===== src/rtl/sfr_pkg.sv =====
package sfr_pkg;

  // Strobes from control to datapath, one system-clock cycle wide
  typedef struct packed {
    logic shiftBit;   // take the synchronized data bit into the buffer
    logic latchRise;  // new frame starts: clear the pulse gate
    logic commit;     // latch fell: evaluate and publish
  } sfrStrobes_t;

endpackage


===== src/rtl/sfr_sync.sv =====
module sfr_sync #(
  parameter int WIDTH  = 3,
  parameter int STAGES = 2
) (
  input  logic             clk,
  input  logic             rst_n,
  input  logic [WIDTH-1:0] din,
  output logic [WIDTH-1:0] dout
);

  for (genvar g = 0; g < WIDTH; g++) begin : g_bit
    logic [STAGES-1:0] pipe;
    always_ff @(posedge clk or negedge rst_n) begin
      if (!rst_n) pipe <= '0;
      else        pipe <= {pipe[STAGES-2:0], din[g]};
    end
    assign dout[g] = pipe[STAGES-1];
  end

endmodule


===== src/rtl/sfr_ctrl.sv =====
module sfr_ctrl
  import sfr_pkg::*;
#(
  parameter int FRAME_BITS = 104,
  parameter int CNT_W      = $clog2(FRAME_BITS + 1)
) (
  input  logic             clk,
  input  logic             rst_n,
  input  logic             sclkS,
  input  logic             latchS,
  output sfrStrobes_t      strobes,
  output logic [CNT_W-1:0] bitCnt,
  output logic             frameFull
);

  localparam logic [CNT_W-1:0] FULL_CNT = CNT_W'(FRAME_BITS);

  logic sclkPrev, latchPrev;
  logic sclkRise, latchRise, latchFall;

  always_ff @(posedge clk or negedge rst_n) begin
    if (!rst_n) begin
      sclkPrev  <= 1'b0;
      latchPrev <= 1'b0;
    end else begin
      sclkPrev  <= sclkS;
      latchPrev <= latchS;
    end
  end

  assign sclkRise  = sclkS & ~sclkPrev;
  assign latchRise = latchS & ~latchPrev;
  assign latchFall = ~latchS & latchPrev;
  assign frameFull = (bitCnt == FULL_CNT);

  // A latch rise wins over a coincident bit-clock rise
  always_comb begin
    strobes.shiftBit  = sclkRise && !latchRise && (bitCnt < FULL_CNT);
    strobes.latchRise = latchRise;
    strobes.commit    = latchFall;
  end

  always_ff @(posedge clk or negedge rst_n) begin
    if (!rst_n)                bitCnt <= '0;
    else if (latchRise)        bitCnt <= '0;
    else if (strobes.shiftBit) bitCnt <= bitCnt + 1'b1;
  end

endmodule


===== src/rtl/sfr_datapath.sv =====
module sfr_datapath
  import sfr_pkg::*;
#(
  parameter int FRAME_BYTES = 13,
  parameter int BYTE_W      = 8,
  parameter int COUNT_BYTE  = 0,
  localparam int TOTAL_BITS = FRAME_BYTES * BYTE_W
) (
  input  logic                  clk,
  input  logic                  rst_n,
  input  sfrStrobes_t           strobes,
  input  logic                  sdataS,
  input  logic                  frameFull,
  output logic [TOTAL_BITS-1:0] frameOut,
  output logic                  sumOk,
  output logic                  pulseEn
);

  logic [TOTAL_BITS-1:0] shiftBuf;
  logic [BYTE_W-1:0]     runSum;
  logic                  frameGood;
  logic                  countNonZero;

  // Shift right from the top: after a full frame the first bit sits at bit 0
  always_ff @(posedge clk or negedge rst_n) begin
    if (!rst_n)                shiftBuf <= '0;
    else if (strobes.shiftBit) shiftBuf <= {sdataS, shiftBuf[TOTAL_BITS-1:1]};
  end

  always_comb begin
    runSum = '0;
    for (int i = 0; i < FRAME_BYTES; i++)
      runSum = runSum + shiftBuf[i*BYTE_W +: BYTE_W];
  end

  assign frameGood    = frameFull && (runSum == '0);
  assign countNonZero = |shiftBuf[COUNT_BYTE*BYTE_W +: BYTE_W];

  always_ff @(posedge clk or negedge rst_n) begin
    if (!rst_n) begin
      frameOut <= '0;
      sumOk    <= 1'b0;
      pulseEn  <= 1'b0;
    end else if (strobes.latchRise) begin
      pulseEn <= 1'b0;
    end else if (strobes.commit) begin
      sumOk   <= frameGood;
      pulseEn <= frameGood && countNonZero;
      if (frameGood) frameOut <= shiftBuf;
    end
  end

endmodule


===== src/rtl/sfr_rx.sv =====
module sfr_rx
  import sfr_pkg::*;
#(
  parameter int FRAME_BYTES = 13,
  parameter int BYTE_W      = 8,
  parameter int COUNT_BYTE  = 0,
  parameter int SYNC_STAGES = 2,
  localparam int FRAME_BITS = FRAME_BYTES * BYTE_W,
  localparam int CNT_W      = $clog2(FRAME_BITS + 1)
) (
  input  logic                  clk,
  input  logic                  rst_n,
  input  logic                  sclk,
  input  logic                  sdata,
  input  logic                  latch,
  output logic [FRAME_BITS-1:0] frameOut,
  output logic                  sumOk,
  output logic                  pulseEn
);

  logic [2:0]       syncOut;
  sfrStrobes_t      strobes;
  logic [CNT_W-1:0] bitCnt;
  logic             frameFull;

  sfr_sync #(.WIDTH(3), .STAGES(SYNC_STAGES)) u_sync (
    .clk  (clk),
    .rst_n(rst_n),
    .din  ({latch, sdata, sclk}),
    .dout (syncOut)
  );

  sfr_ctrl #(.FRAME_BITS(FRAME_BITS), .CNT_W(CNT_W)) u_ctrl (
    .clk      (clk),
    .rst_n    (rst_n),
    .sclkS    (syncOut[0]),
    .latchS   (syncOut[2]),
    .strobes  (strobes),
    .bitCnt   (bitCnt),
    .frameFull(frameFull)
  );

  sfr_datapath #(
    .FRAME_BYTES(FRAME_BYTES),
    .BYTE_W     (BYTE_W),
    .COUNT_BYTE (COUNT_BYTE)
  ) u_dp (
    .clk      (clk),
    .rst_n    (rst_n),
    .strobes  (strobes),
    .sdataS   (syncOut[1]),
    .frameFull(frameFull),
    .frameOut (frameOut),
    .sumOk    (sumOk),
    .pulseEn  (pulseEn)
  );

endmodule


===== config.mk =====
export PLATFORM = sky130hd
export DESIGN_NAME = sfr_rx
export DESIGN_NICKNAME = d
export VERILOG_FILES = /design/src/rtl/sfr_pkg.sv /design/src/rtl/sfr_sync.sv /design/src/rtl/sfr_ctrl.sv /design/src/rtl/sfr_datapath.sv /design/src/rtl/sfr_rx.sv
export SDC_FILE = /design/constraint.sdc
export NUM_CORES = 1
export LEC_CHECK = 0
export ABC_AREA = 1
export BUFFER_PORTS_ARGS = -buffer_cell sky130_fd_sc_hd__buf_2
export CORE_MARGIN = 2
export CORE_UTILIZATION = 59
export CTS_CLUSTER_SIZE = 20
export DETAILED_ROUTE_END_ITERATION = 10
export HOLD_SLACK_MARGIN = 0.06
export PLACE_DENSITY = 0.9
export RECOVER_POWER = 50
export SYNTH_ARGS = -nofsm -noshare
export SYNTH_HDL_FRONTEND = slang
export SYNTH_SLANG_ARGS = --single-unit

===== constraint.sdc =====
create_clock -name clk -period 6.8 [get_ports clk]
set_clock_uncertainty 0.2 [all_clocks]
set_input_delay 0.34 -clock clk [delete_from_list [all_inputs] [get_ports clk]]
set_output_delay 0.34 -clock clk [all_outputs]
set_load 0.02 [all_outputs]

==> impl_metrics.csv, run 1 <==
group,metric,value,unit
synthesis,synth-edff-count,0,
sta,fin_tns_setup,0,ns
final_layout,insertedDiodeCount,0,
sta,finalCriticalPeriod,5.94,ns
grt,grt_max_degree,120,
synthesis,ys_dominant_reg_cell,"dfrtp_1",
synthesis,ys_ff_latch,225,
sta,setup_viol,0,
synthesis,async_reset_ff_frac,1.00,
critical_path,startpoint_type,"register",
hold_path,min_path_type,"register to register",
synthesis,syn_inst,1180,
synthesis,synth-compound-area-share,0.0553,
sta,timing.final.crit_share,0.873,
placed_design,hpwlAfterDp,16.9,mm
run,cap_violations,2,
detailed_routing,routed_wl,25.1,mm
power_and_ir_drop,p_per_area,238,nW/um^2
sta,fmax,0.168,GHz
final_layout,fill_cells,1343,
power_and_ir_drop,p_leak,6.02,nW
critical_path,arrival,6.18,ns
synthesis,synthMuxAreaShare,0,
synthesis,synth.top_cells.by_count,"nand2_1, dfrtp_1, inv_1, o21ai_0, nand4_1",
power_and_ir_drop,ir_drop,0.193,mV
cts,cts.sinks,225,
critical_path,path_class,"register to register",
cts,cts_buffers,23,
power_and_ir_drop,seq_power_share,0.471,
power_and_ir_drop,p_int,2.20,mW
sta,slew-limit-headroom,-1.95,
final_layout,regArea,5630,um^2
sta,rsz0062_at_grt,"no",
final_layout,final_nets,1352,
power_and_ir_drop,netSwitchingFraction,0.252,
synthesis,netlist_area,11000,um^2
floorplan,initial_utilization,0.596,
synthesis,synth_fp_nets,1269,
critical_path,worstSetupEndpointType,"register",
final_layout,drive_gt1_frac,0.0462,
final_layout,multi_input_area,4580,um^2
power_and_ir_drop,p_switching,0.741,mW
placed_design,gp_congestion,0.859,
grt,antenna_found_initial,0,
synthesis,synthXorXnorAreaFrac,0.00556,
synthesis,synth_area_leaders,"dfrtp_1, nand2_1, fa_1",
run_status,violations,"capacitance limit, slew limit",
grt,grt_pass1_vias,8544,
detailed_routing,drc_errors,0,
detailed_routing,drt_pre_antenna_iters,6,
synthesis,ys_seq_area_frac,0.510,
cts,clockRootBuffer,"clkbuf_16",
placed_design,io_buffers,110,
cts,clock_path_buffers,3,
hold_path,min_from,"u_sync.g_bit[2].pipe[0]$_DFF_PN0_",
synthesis,synth_most_common_cell,"nand2_1",
detailed_routing,drt-initial-drc-count,819,
floorplan,core,18500,um^2
final_layout,area_growth,11.9,%
cts,htree_levels,1,
grt,grt_pass1_wl,42.2,mm
synthesis,synth-adder-area-share,0.142,
detailed_routing,final_antenna_net_count,0,
grt,overflow,0,
synthesis,yosys.area_share.simple,0.210,
floorplan,rows,50,
detailed_routing,vias_per_cell,5.67,
cts,path_clk_slew,0.06,ns
floorplan,io_pins,111,
critical_path,crit_start,"u_dp.shiftBuf[2]$_DFFE_PN0P_",
synthesis,synth_top_area_frac,0.510,
cts,clk_latency,0.51,ns
critical_path,cp_max_fo,48,
final_layout,final_util,0.667,
detailed_routing,wl_per_cell,16.6,um
power_and_ir_drop,combPwrFrac,0.102,
cts,cts-resized-gates,0,
critical_path,r2r-start,"u_dp.shiftBuf[2]$_DFFE_PN0P_",
sta,slew_viol_final,157,
detailed_routing,vias,8576,
cts,cts_tree,"built",
synthesis,syn_avg_cell_area,9.35,um^2
synthesis,synth.largest_area_cell,"dfrtp_1",
floorplan,die_h,141,um
floorplan,die_area,19800,um^2
synthesis,ys_types,28,
run_status,status,"complete, but fails checks",
synthesis,yosys_warnings,0,
grt,grt_use_total,0.263,
synthesis,synth_top_family_by_area,"simple AND/OR/NAND/NOR gates",
critical_path,crit_required,7.04,ns
sta,worst_pin_slew,4.43,ns
floorplan,die_x,141,um
sta,hold_viol,0,
power_and_ir_drop,pwr-share-clk,0.427,
repair_timing:
action / in CTS / in global routing
hold endpoints to repair: 106 / 0
setup buffers: 0 / 0
hold buffers: 4 / 0
per-stage QoR:
stage                     total power, mW  hold slack, ns  setup WS, ns  instances  area [um^2]
after floorplan                      1.62          -0.156          1.59       1180        11000
after global placement               1.68           0.136          1.05       1468        11700
after detailed placement             1.70           0.136         0.957       1468        11700
after CTS                            2.95           0.146         0.926       1512        12500
after global routing                 3.05           0.161         0.479       1512        12300
final                                2.94           0.144         0.861       1512        12300
layer usage:
layer  GRT usage  vias to the layer above  wire [um]
met1       0.372                     4203      10600
met4      0.0947                        0        791
li1            -                     3932          -
met5           0                        -          0
met3      0.0411                       74       1640
met2       0.420                      367      12100
sequential cells by signal (all words and copies together) (netlist names):
signal,cells
u_ctrl.latchPrev,1
u_sync.g_bit.pipe,6
u_ctrl.bitCnt,7
u_dp.sumOk,1
u_ctrl.sclkPrev,1
u_dp.pulseEn,1
u_dp.frameOut,104
u_dp.shiftBuf,104
worst paths after layout:
check | to | slack [ns] | cells after the start
min in group asynchronous | u_dp.sumOk$_DFFE_PN0P_ | 0.29 | 2
setup reg to reg | u_dp.frameOut[6]$_DFFE_PN0P_ | 0.86 | 18
setup / recovery | u_dp.frameOut[6]$_DFFE_PN0P_ | 0.86 | 18
max in group asynchronous | u_dp.shiftBuf[67]$_DFFE_PN0P_ | 3.82 | 3
hold / removal | u_sync.g_bit[2].pipe[1]$_DFF_PN0_ | 0.14 | 0
hold reg to reg | u_sync.g_bit[2].pipe[1]$_DFF_PN0_ | 0.14 | 0
kinds of logic (layout without fill, tap and decap cells):
logic type               count (synthesis)  after routing
AO/OA/AOI/OAI                          120            120
XOR/XNOR                                 7              7
adder cells (fa/ha/maj)                 84             84
buffers and inverters                  212            310
flip-flops                             225            225
AND/OR/NAND/NOR                        532            532
layout by cell type (no fill, tap or decap), types with 10 or more instances in the layout:
| cell type | Yosys | final |
|---|---|---|
| fa_1 | 69 | 69 |
| nand3_1 | 10 | 10 |
| inv_1 | 140 | 140 |
| clkbuf_1 | 41 | 112 |
| buf_4 | 6 | 10 |
| o21ai_0 | 113 | 113 |
| nor2_1 | 19 | 19 |
| clkbuf_16 | 0 | 23 |
| dfrtp_1 | 225 | 225 |
| nand2_1 | 384 | 383 |
| clkbuf_8 | 0 | 10 |
| ha_1 | 15 | 14 |
| nand4_1 | 105 | 105 |
layout make-up:
class / count / area share
clock buffer: 36 / 0.0579
tap: 234 / 0.0237
timing repair buffer: 126 / 0.0445
clock inverter: 4 / 0.00365
inverter: 144 / 0.0438
multi-input combinational: 743 / 0.371
sequential: 225 / 0.456
power groups by stage:
stage               combinational [mW]  sequential (mW)  clock, mW
floorplan                        0.216             1.40          0
global placement                 0.277             1.41          0
detailed placement               0.295             1.41          0
CTS                              0.299             1.38       1.27
global route                     0.337             1.39       1.33
finish                           0.298             1.39       1.26
worst max-delay path, stage by stage, from the launching register on:
cell and delay [ns]:
dfrtp_1 0.47, fa_1 0.56, inv_1 0.06, fa_1 0.51
fa_1 0.52, fa_1 0.55, inv_1 0.06, fa_1 0.54
ha_1 0.15, inv_1 0.08, fa_1 0.41, xor2_1 0.21
nand2_1 0.09, nor3_1 0.23, nand3_1 0.16, nor2_4 0.18
buf_4 0.44, nand4_1 0.28, nand2_1 0.14
No activity file was read; power rests on OpenSTA's default activity.
==> inputs of run 2 (changes only) <==
CORE_ASPECT_RATIO = 2   (was default)
==> run 2 against run 1 <==
Effect of this change: the run still ends with capacitance limit, slew limit left; combinational power is 3% higher; non-clock buffer count down 4; first-iteration DRC count is 11% lower; via count rose by 2.3%; cell count fell by 1.7%; maximum frequency is 6.7% lower; sequential share of layout area is 0.42 points higher; sequential power hardly changed; critical endpoint is now u_dp.frameOut[1]$_DFFE_PN0P_; highest routed layer unchanged.
==> impl_metrics.csv, run 2 (synthesis gave the netlist of run 1 again) <==
group,metric,value,unit
sta,setup_viol,0,
sta,slew_viol_final,230,
detailed_routing,vias_per_cell,5.90,
grt,grt_use_total,0.295,
run_status,status,"complete, but fails checks",
sta,finalCriticalPeriod,6.37,ns
power_and_ir_drop,ir_drop,0.208,mV
detailed_routing,drc_errors,0,
final_layout,drive_gt1_frac,0.0425,
detailed_routing,drt-initial-drc-count,729,
cts,cts_tree,"built",
sta,fmax,0.157,GHz
sta,worst_pin_slew,4.11,ns
sta,rsz0062_at_grt,"no",
critical_path,cp_max_fo,105,
final_layout,layout_common_cells,"nand2_1, dfrtp_1, inv_1",
floorplan,die_h,197,um
final_layout,layout_commonest_cell,"nand2_1",
critical_path,path_cells,"fa_1, inv_1, fa_1, fa_1, fa_1, inv_1, fa_1, ha_1, inv_1, fa_1, xor2_1, nand2_1, nor3_1, nand3_1, nor2_4, buf_4, nand4_1, nand2_1",
grt,grt_pass1_vias,8935,
hold_path,hold_depth,0,
sta,fin_tns_setup,0,ns
final_layout,final_cells,1486,
detailed_routing,final_antenna_net_count,0,
final_layout,insertedDiodeCount,0,
power_and_ir_drop,p_per_area,237,nW/um^2
cts,cts-resized-gates,0,
grt,grt_max_degree,120,
critical_path,startpoint_type,"register",
run_status,violations,"capacitance limit, slew limit",
final_layout,final_nets,1345,
power_and_ir_drop,power,2.90,mW
placed_design,io_buffers,110,
floorplan,die_area,19900,um^2
hold_path,min_from,"u_sync.g_bit[1].pipe[0]$_DFF_PN0_",
placed_design,dp_cells,1446,
cts,cts.sinks,225,
sta,hold_viol,0,
critical_path,cpPeakStageDelay,0.79,ns
detailed_routing,routed_wl,28.0,mm
power_and_ir_drop,p_leak,5.97,nW
cts,cts_buffers,20,
critical_path,arrival,6.60,ns
critical_path,path_class,"register to register",
detailed_routing,vias,8770,
final_layout,biggestRegsByFlops,"u_dp.frameOut: 104 flops, u_dp.shiftBuf: 104 flops, u_ctrl.bitCnt: 7 flops",
hold_path,min_to,"u_sync.g_bit[1].pipe[1]$_DFF_PN0_",
run,cap_violations,3,
grt,overflow,0,
hold_path,min_path_type,"register to register",
cts,clk_latency,0.52,ns
cts,clockRootBuffer,"clkbuf_16",
floorplan,initial_utilization,0.603,
floorplan,core,18300,um^2
critical_path,crit_required,7.04,ns
cts,clock_path_buffers,3,
critical_path,reg2reg_slack,0.43,ns
cts,path_clk_slew,0.08,ns
cts,htree_levels,1,
floorplan,io_pins,111,
final_layout,fin_area,12200,um^2
critical_path,worstSetupEndpointType,"register",
final_layout,area_growth,10.9,%
cts,post_cts_buffers,0,
floorplan,rows,70,
grt,antenna_found_initial,0,
detailed_routing,wl_per_cell,18.8,um
floorplan,die_x,101,um
placed_design,hpwlAfterDp,18.4,mm
critical_path,r2r-start,"u_dp.shiftBuf[50]$_DFFE_PN0P_",
critical_path,r2r-end,"u_dp.frameOut[1]$_DFFE_PN0P_",
placed_design,gp_congestion,0.934,
critical_path,reg2reg_depth,18,
detailed_routing,drt_pre_antenna_iters,5,
grt,grt_pass1_wl,45.5,mm
critical_path,crit_top_cell,"fa_1",
placed_design,placed_area,11700,um^2
sta,timing.final.crit_share,0.936,
sta,slew-limit-headroom,-1.74,
critical_path,slowest_stage,"buf_4",
## run 2: cell types whose count changed in the layout (fill, tap and decap cells not counted)
cell / change
clkbuf_2: +2
clkbuf_1: -2
buf_12: +1
clkinvlp_4: +1
clkinv_2: +1
inv_2: +1
bufinv_16: +1
inv_1: -1
clkbuf_16: -2
buf_4: -5
clkbuf_8: -5
## run 2: critical path, delay by kind of cell, from the launching register on
kind          cells  cell delay (ns)
buf+inv           4             1.00
simple gates      6             1.09
xor+xnor          1             0.17
fa+ha+maj         7             3.31
flops             1             0.44
## run 2: report_power, final
part	internal (mW)	switching (mW)	total [mW]
sequential	1.36	0.0272	1.39
combinational	0.0814	0.224	0.306
clock	0.697	0.509	1.21
total	2.14	0.760	2.90
## run 2: worst max-delay path by stage
stage	start	to	slack, ns	cells after the start
4_1_cts	u_dp.shiftBuf[50]$_DFFE_PN0P_	u_dp.frameOut[1]$_DFFE_PN0P_	0.54	17
6_report	u_dp.shiftBuf[50]$_DFFE_PN0P_	u_dp.frameOut[1]$_DFFE_PN0P_	0.43	18
5_1_grt	rst_n	u_dp.shiftBuf[16]$_DFFE_PN0P_	0.23	3
3_5_place_dp	u_dp.shiftBuf[2]$_DFFE_PN0P_	u_dp.frameOut[86]$_DFFE_PN0P_	0.71	18
3_3_place_gp	u_dp.shiftBuf[2]$_DFFE_PN0P_	u_dp.frameOut[86]$_DFFE_PN0P_	0.89	17
2_1_floorplan	u_dp.shiftBuf[2]$_DFFE_PN0P_	u_dp.frameOut[54]$_DFFE_PN0P_	1.59	18
## run 2: cell type report
class                   instances  area, um^2
clock inverters                 7        87.6
repair buffers                122         524
clock buffers                  29         606
fillers                      1378        6070
inverters                     144         541
well taps                     216         270
multi-input cells             743        4580
flip-flops and latches        225        5630
## run 2: metal layers
layer  up-vias  global-route usage  routed length (um)
li1       3897                   -                   -
met1      4249               0.334                9290
met2       449               0.510               14900
met3       175              0.0343                1430
met4         0               0.205                2340
met5         -                   0                   0
## run 2: through the flow
| stage | util | hold WS [ns] | setup WS, ns |
|---|---|---|---|
| after floorplan | - | -0.156 | 1.59 |
| after global placement | 0.637 | 0.132 | 0.887 |
| after detailed placement | 0.637 | 0.136 | 0.705 |
| after CTS | 0.677 | 0.147 | 0.537 |
| after global routing | 0.668 | 0.153 | 0.228 |
| final | 0.668 | 0.146 | 0.435 |
## run 2: what timing repair did
item	CTS	global route
endpoints found under the setup margin	0	0
hold endpoints to repair	77	0
hold buffers	4	0
==> inputs of run 3 (changes only) <==
ABC_AREA = 0   (was 1)
CORE_MARGIN = default   (was 2)
==> run 3 against run 2 <==
Effect of this change: the flow still finishes with violations (capacitance limit, slew limit); cell count fell by 18%; core utilization rose by 0.15 points; via count fell by 22%; sequential power barely moved; power fell by 7.6%; routed wire length fell by 16%; clock power fell by 12%; critical path type unchanged; critical endpoint is now u_dp.frameOut[59]$_DFFE_PN0P_; largest power group unchanged.
==> impl_metrics.csv, run 3 <==
group,metric,value,unit
final_layout,area_growth,11.3,%
sta,worst_pin_slew,4.56,ns
synthesis,ys_ff_latch,225,
final_layout,layout_commonest_cell,"nand2_1",
final_layout,final_nets,1083,
critical_path,crit_top_cell,"fa_1",
synthesis,synth.largest_area_cell,"dfrtp_1",
detailed_routing,drc_errors,0,
detailed_routing,wl_per_cell,19.3,um
placed_design,hpwlAfterDp,16.5,mm
critical_path,cpPeakStageDelay,0.56,ns
detailed_routing,routed_wl,23.5,mm
critical_path,cp_max_fo,35,
critical_path,crit_required,6.97,ns
critical_path,arrival,6.53,ns
grt,grt_pass1_vias,7215,
sta,fmax,0.157,GHz
synthesis,synth.top_cells.by_count,"nand2_1, dfrtp_1, inv_1, fa_1, mux2_4",
grt,antenna_found_initial,0,
sta,setup_viol,0,
detailed_routing,final_antenna_net_count,0,
power_and_ir_drop,p_per_area,225,nW/um^2
synthesis,syn_inst,887,
critical_path,slowest_stage,"fa_1",
cts,clock_path_buffers,3,
synthesis,synth_top_area_frac,0.526,
power_and_ir_drop,seq_power_share,0.519,
critical_path,worstSetupEndpointType,"register",
power_and_ir_drop,ir_drop,0.206,mV
detailed_routing,vias,6825,
final_layout,drive_gt1_frac,0.146,
power_and_ir_drop,netSwitchingFraction,0.243,
placed_design,gp_congestion,0.878,
cts,htree_levels,1,
floorplan,rows,69,
critical_path,startpoint_type,"register",
floorplan,die_h,192,um
final_layout,insertedDiodeCount,0,
floorplan,io_pins,111,
floorplan,die_area,18700,um^2
cts,cts_buffers,19,
synthesis,synth-edff-count,0,
hold_path,min_path_type,"register to register",
run,cap_violations,1,
power_and_ir_drop,pwr-share-clk,0.399,
sta,fin_tns_setup,0,ns
sta,hold_viol,0,
detailed_routing,vias_per_cell,5.60,
power_and_ir_drop,p_int,2.03,mW
floorplan,die_x,97.2,um
sta,timing.final.crit_share,0.935,
placed_design,dp_cells,1182,
cts,cts_tree,"built",
sta,slew-limit-headroom,-2.04,
sta,slew_viol_final,91,
floorplan,initial_utilization,0.602,
final_layout,biggestRegsByFlops,"u_dp.frameOut: 104 flops, u_dp.shiftBuf: 104 flops, u_ctrl.bitCnt: 7 flops",
synthesis,synth_fp_nets,976,
power_and_ir_drop,combPwrFrac,0.083,
synthesis,yosys_warnings,0,
detailed_routing,drt_pre_antenna_iters,5,
cts,path_clk_slew,0.07,ns
run_status,violations,"capacitance limit, slew limit",
critical_path,path_class,"register to register",
floorplan,core,17800,um^2
critical_path,path_cells,"fa_1, inv_1, fa_1, fa_1, fa_1, inv_1, fa_1, ha_1, inv_1, fa_1, inv_1, a21oi_1, o21bai_1, xor2_1, nor3_1, nand3_4, buf_4, mux2_4",
cts,clockRootBuffer,"clkbuf_16",
grt,grt_pass1_wl,37.7,mm
power_and_ir_drop,p_switching,0.651,mW
placed_design,io_buffers,110,
final_layout,final_util,0.670,
detailed_routing,drt-initial-drc-count,372,
power_and_ir_drop,p_leak,6.09,nW
final_layout,fill_cells,1248,
cts,post_cts_buffers,0,
synthesis,ys_types,39,
synthesis,ys_seq_area_frac,0.526,
run_status,status,"complete, but fails checks",
synthesis,async_reset_ff_frac,1.00,
grt,overflow,0,
synthesis,syn_avg_cell_area,12.1,um^2
sta,finalCriticalPeriod,6.36,ns
synthesis,synth_area_leaders,"dfrtp_1, fa_1, nand2_1",
synthesis,netlist_area,10700,um^2
final_layout,layout_common_cells,"nand2_1, dfrtp_1, clkbuf_1",
cts,cts.sinks,225,
sta,rsz0062_at_grt,"no",
grt,grt_max_degree,119,
cts,clk_latency,0.49,ns
synthesis,ys_dominant_reg_cell,"dfrtp_1",
grt,grt_use_total,0.261,
synthesis,synth_most_common_cell,"nand2_1",
final_layout,final_cells,1219,
## run 3: cell count changes after synthesis, sizes merged, moves of 12 or more
cell	previous run	this run
buf	27	15
clkbuf	41	20
inv	144	74
mux2	0	104
nand2	385	284
nand4	105	2
nor2	20	4
o21ai	113	20
xnor2	3	20
## run 3: power groups by stage
stage / logic [mW] / clock network [mW] / registers (mW)
after floorplan: 0.138 / 0 / 1.40
after global placement: 0.203 / 0 / 1.41
after detailed placement: 0.212 / 0 / 1.41
after CTS: 0.223 / 1.08 / 1.39
after global routing: 0.245 / 1.13 / 1.39
final: 0.221 / 1.07 / 1.39
## run 3: kinds of logic (layout without fill, tap and decap cells)
| family | Yosys count | in the layout | share of synthesized area |
|---|---|---|---|
| AO/OA/AOI/OAI | 31 | 31 | 0.0165 |
| AND/OR/NAND/NOR | 305 | 305 | 0.111 |
| buffers and inverters | 109 | 228 | 0.0433 |
| XOR/XNOR | 28 | 28 | 0.0249 |
| multiplexers | 105 | 105 | 0.131 |
| flip-flops | 225 | 225 | 0.526 |
| adder cells (fa/ha/maj) | 84 | 84 | 0.147 |
## run 3: path summary, 6_finish.rpt
| kind | start | endpoint | slack, ns | depth (start not counted) |
|---|---|---|---|---|
| hold reg to reg | u_sync.g_bit[1].pipe[0]$_DFF_PN0_ | u_sync.g_bit[1].pipe[1]$_DFF_PN0_ | 0.16 | 0 |
| hold / removal | u_sync.g_bit[1].pipe[0]$_DFF_PN0_ | u_sync.g_bit[1].pipe[1]$_DFF_PN0_ | 0.16 | 0 |
| min in group asynchronous | rst_n | u_dp.frameOut[61]$_DFFE_PN0P_ | 1.83 | 2 |
| max in group asynchronous | rst_n | u_dp.frameOut[6]$_DFFE_PN0P_ | 1.29 | 3 |
| setup / recovery | u_dp.shiftBuf[2]$_DFFE_PN0P_ | u_dp.frameOut[59]$_DFFE_PN0P_ | 0.44 | 18 |
| setup reg to reg | u_dp.shiftBuf[2]$_DFFE_PN0P_ | u_dp.frameOut[59]$_DFFE_PN0P_ | 0.44 | 18 |
## run 3: critical path, delay by kind of cell (launching register included)
kind,cells,cell delay (ns)
AOI/OAI and AO/OA,2,0.30
xor gates and xnor gates,1,0.11
adders and majority gates,7,3.31
buffers and inverters,5,0.69
DFF,1,0.44
muxes,1,0.38
and+or+nand+nor,2,0.77
## run 3: cell type report
cell class	instances	area, um^2	share of cell area
Sequential cell	225	5630	0.473
Multi-Input combinational cell	553	4630	0.389
Clock buffer	26	532	0.0446
Timing Repair Buffer	121	504	0.0423
Inverter	74	278	0.0233
Tap cell	213	267	0.0224
Clock inverter	7	68.8	0.00578
## run 3: what timing repair did
action | 4_1_cts | 5_1_grt
hold buffers | 4 | 0
resized for setup | 0 | 0
hold endpoints to repair | 91 | 0
## run 3: per-layer routing
metal	track usage	wire length [um]	part of all wire
met3	0.0319	951	0.040
met2	0.484	13000	0.55
met1	0.290	8220	0.35
met4	0.141	1340	0.057
met5	0	0	0
## run 3: metrics by stage
stage               setup slack, ns  hold slack, ns  total power [mW]  area, um^2
finish                        0.444           0.158              2.68       11900
global route                  0.151           0.164              2.77       11900
CTS                           0.469           0.160              2.69       12100
detailed placement            0.520           0.145              1.63       11400
global placement              0.698           0.133              1.62       11400
floorplan                      1.36          -0.156              1.54       10700
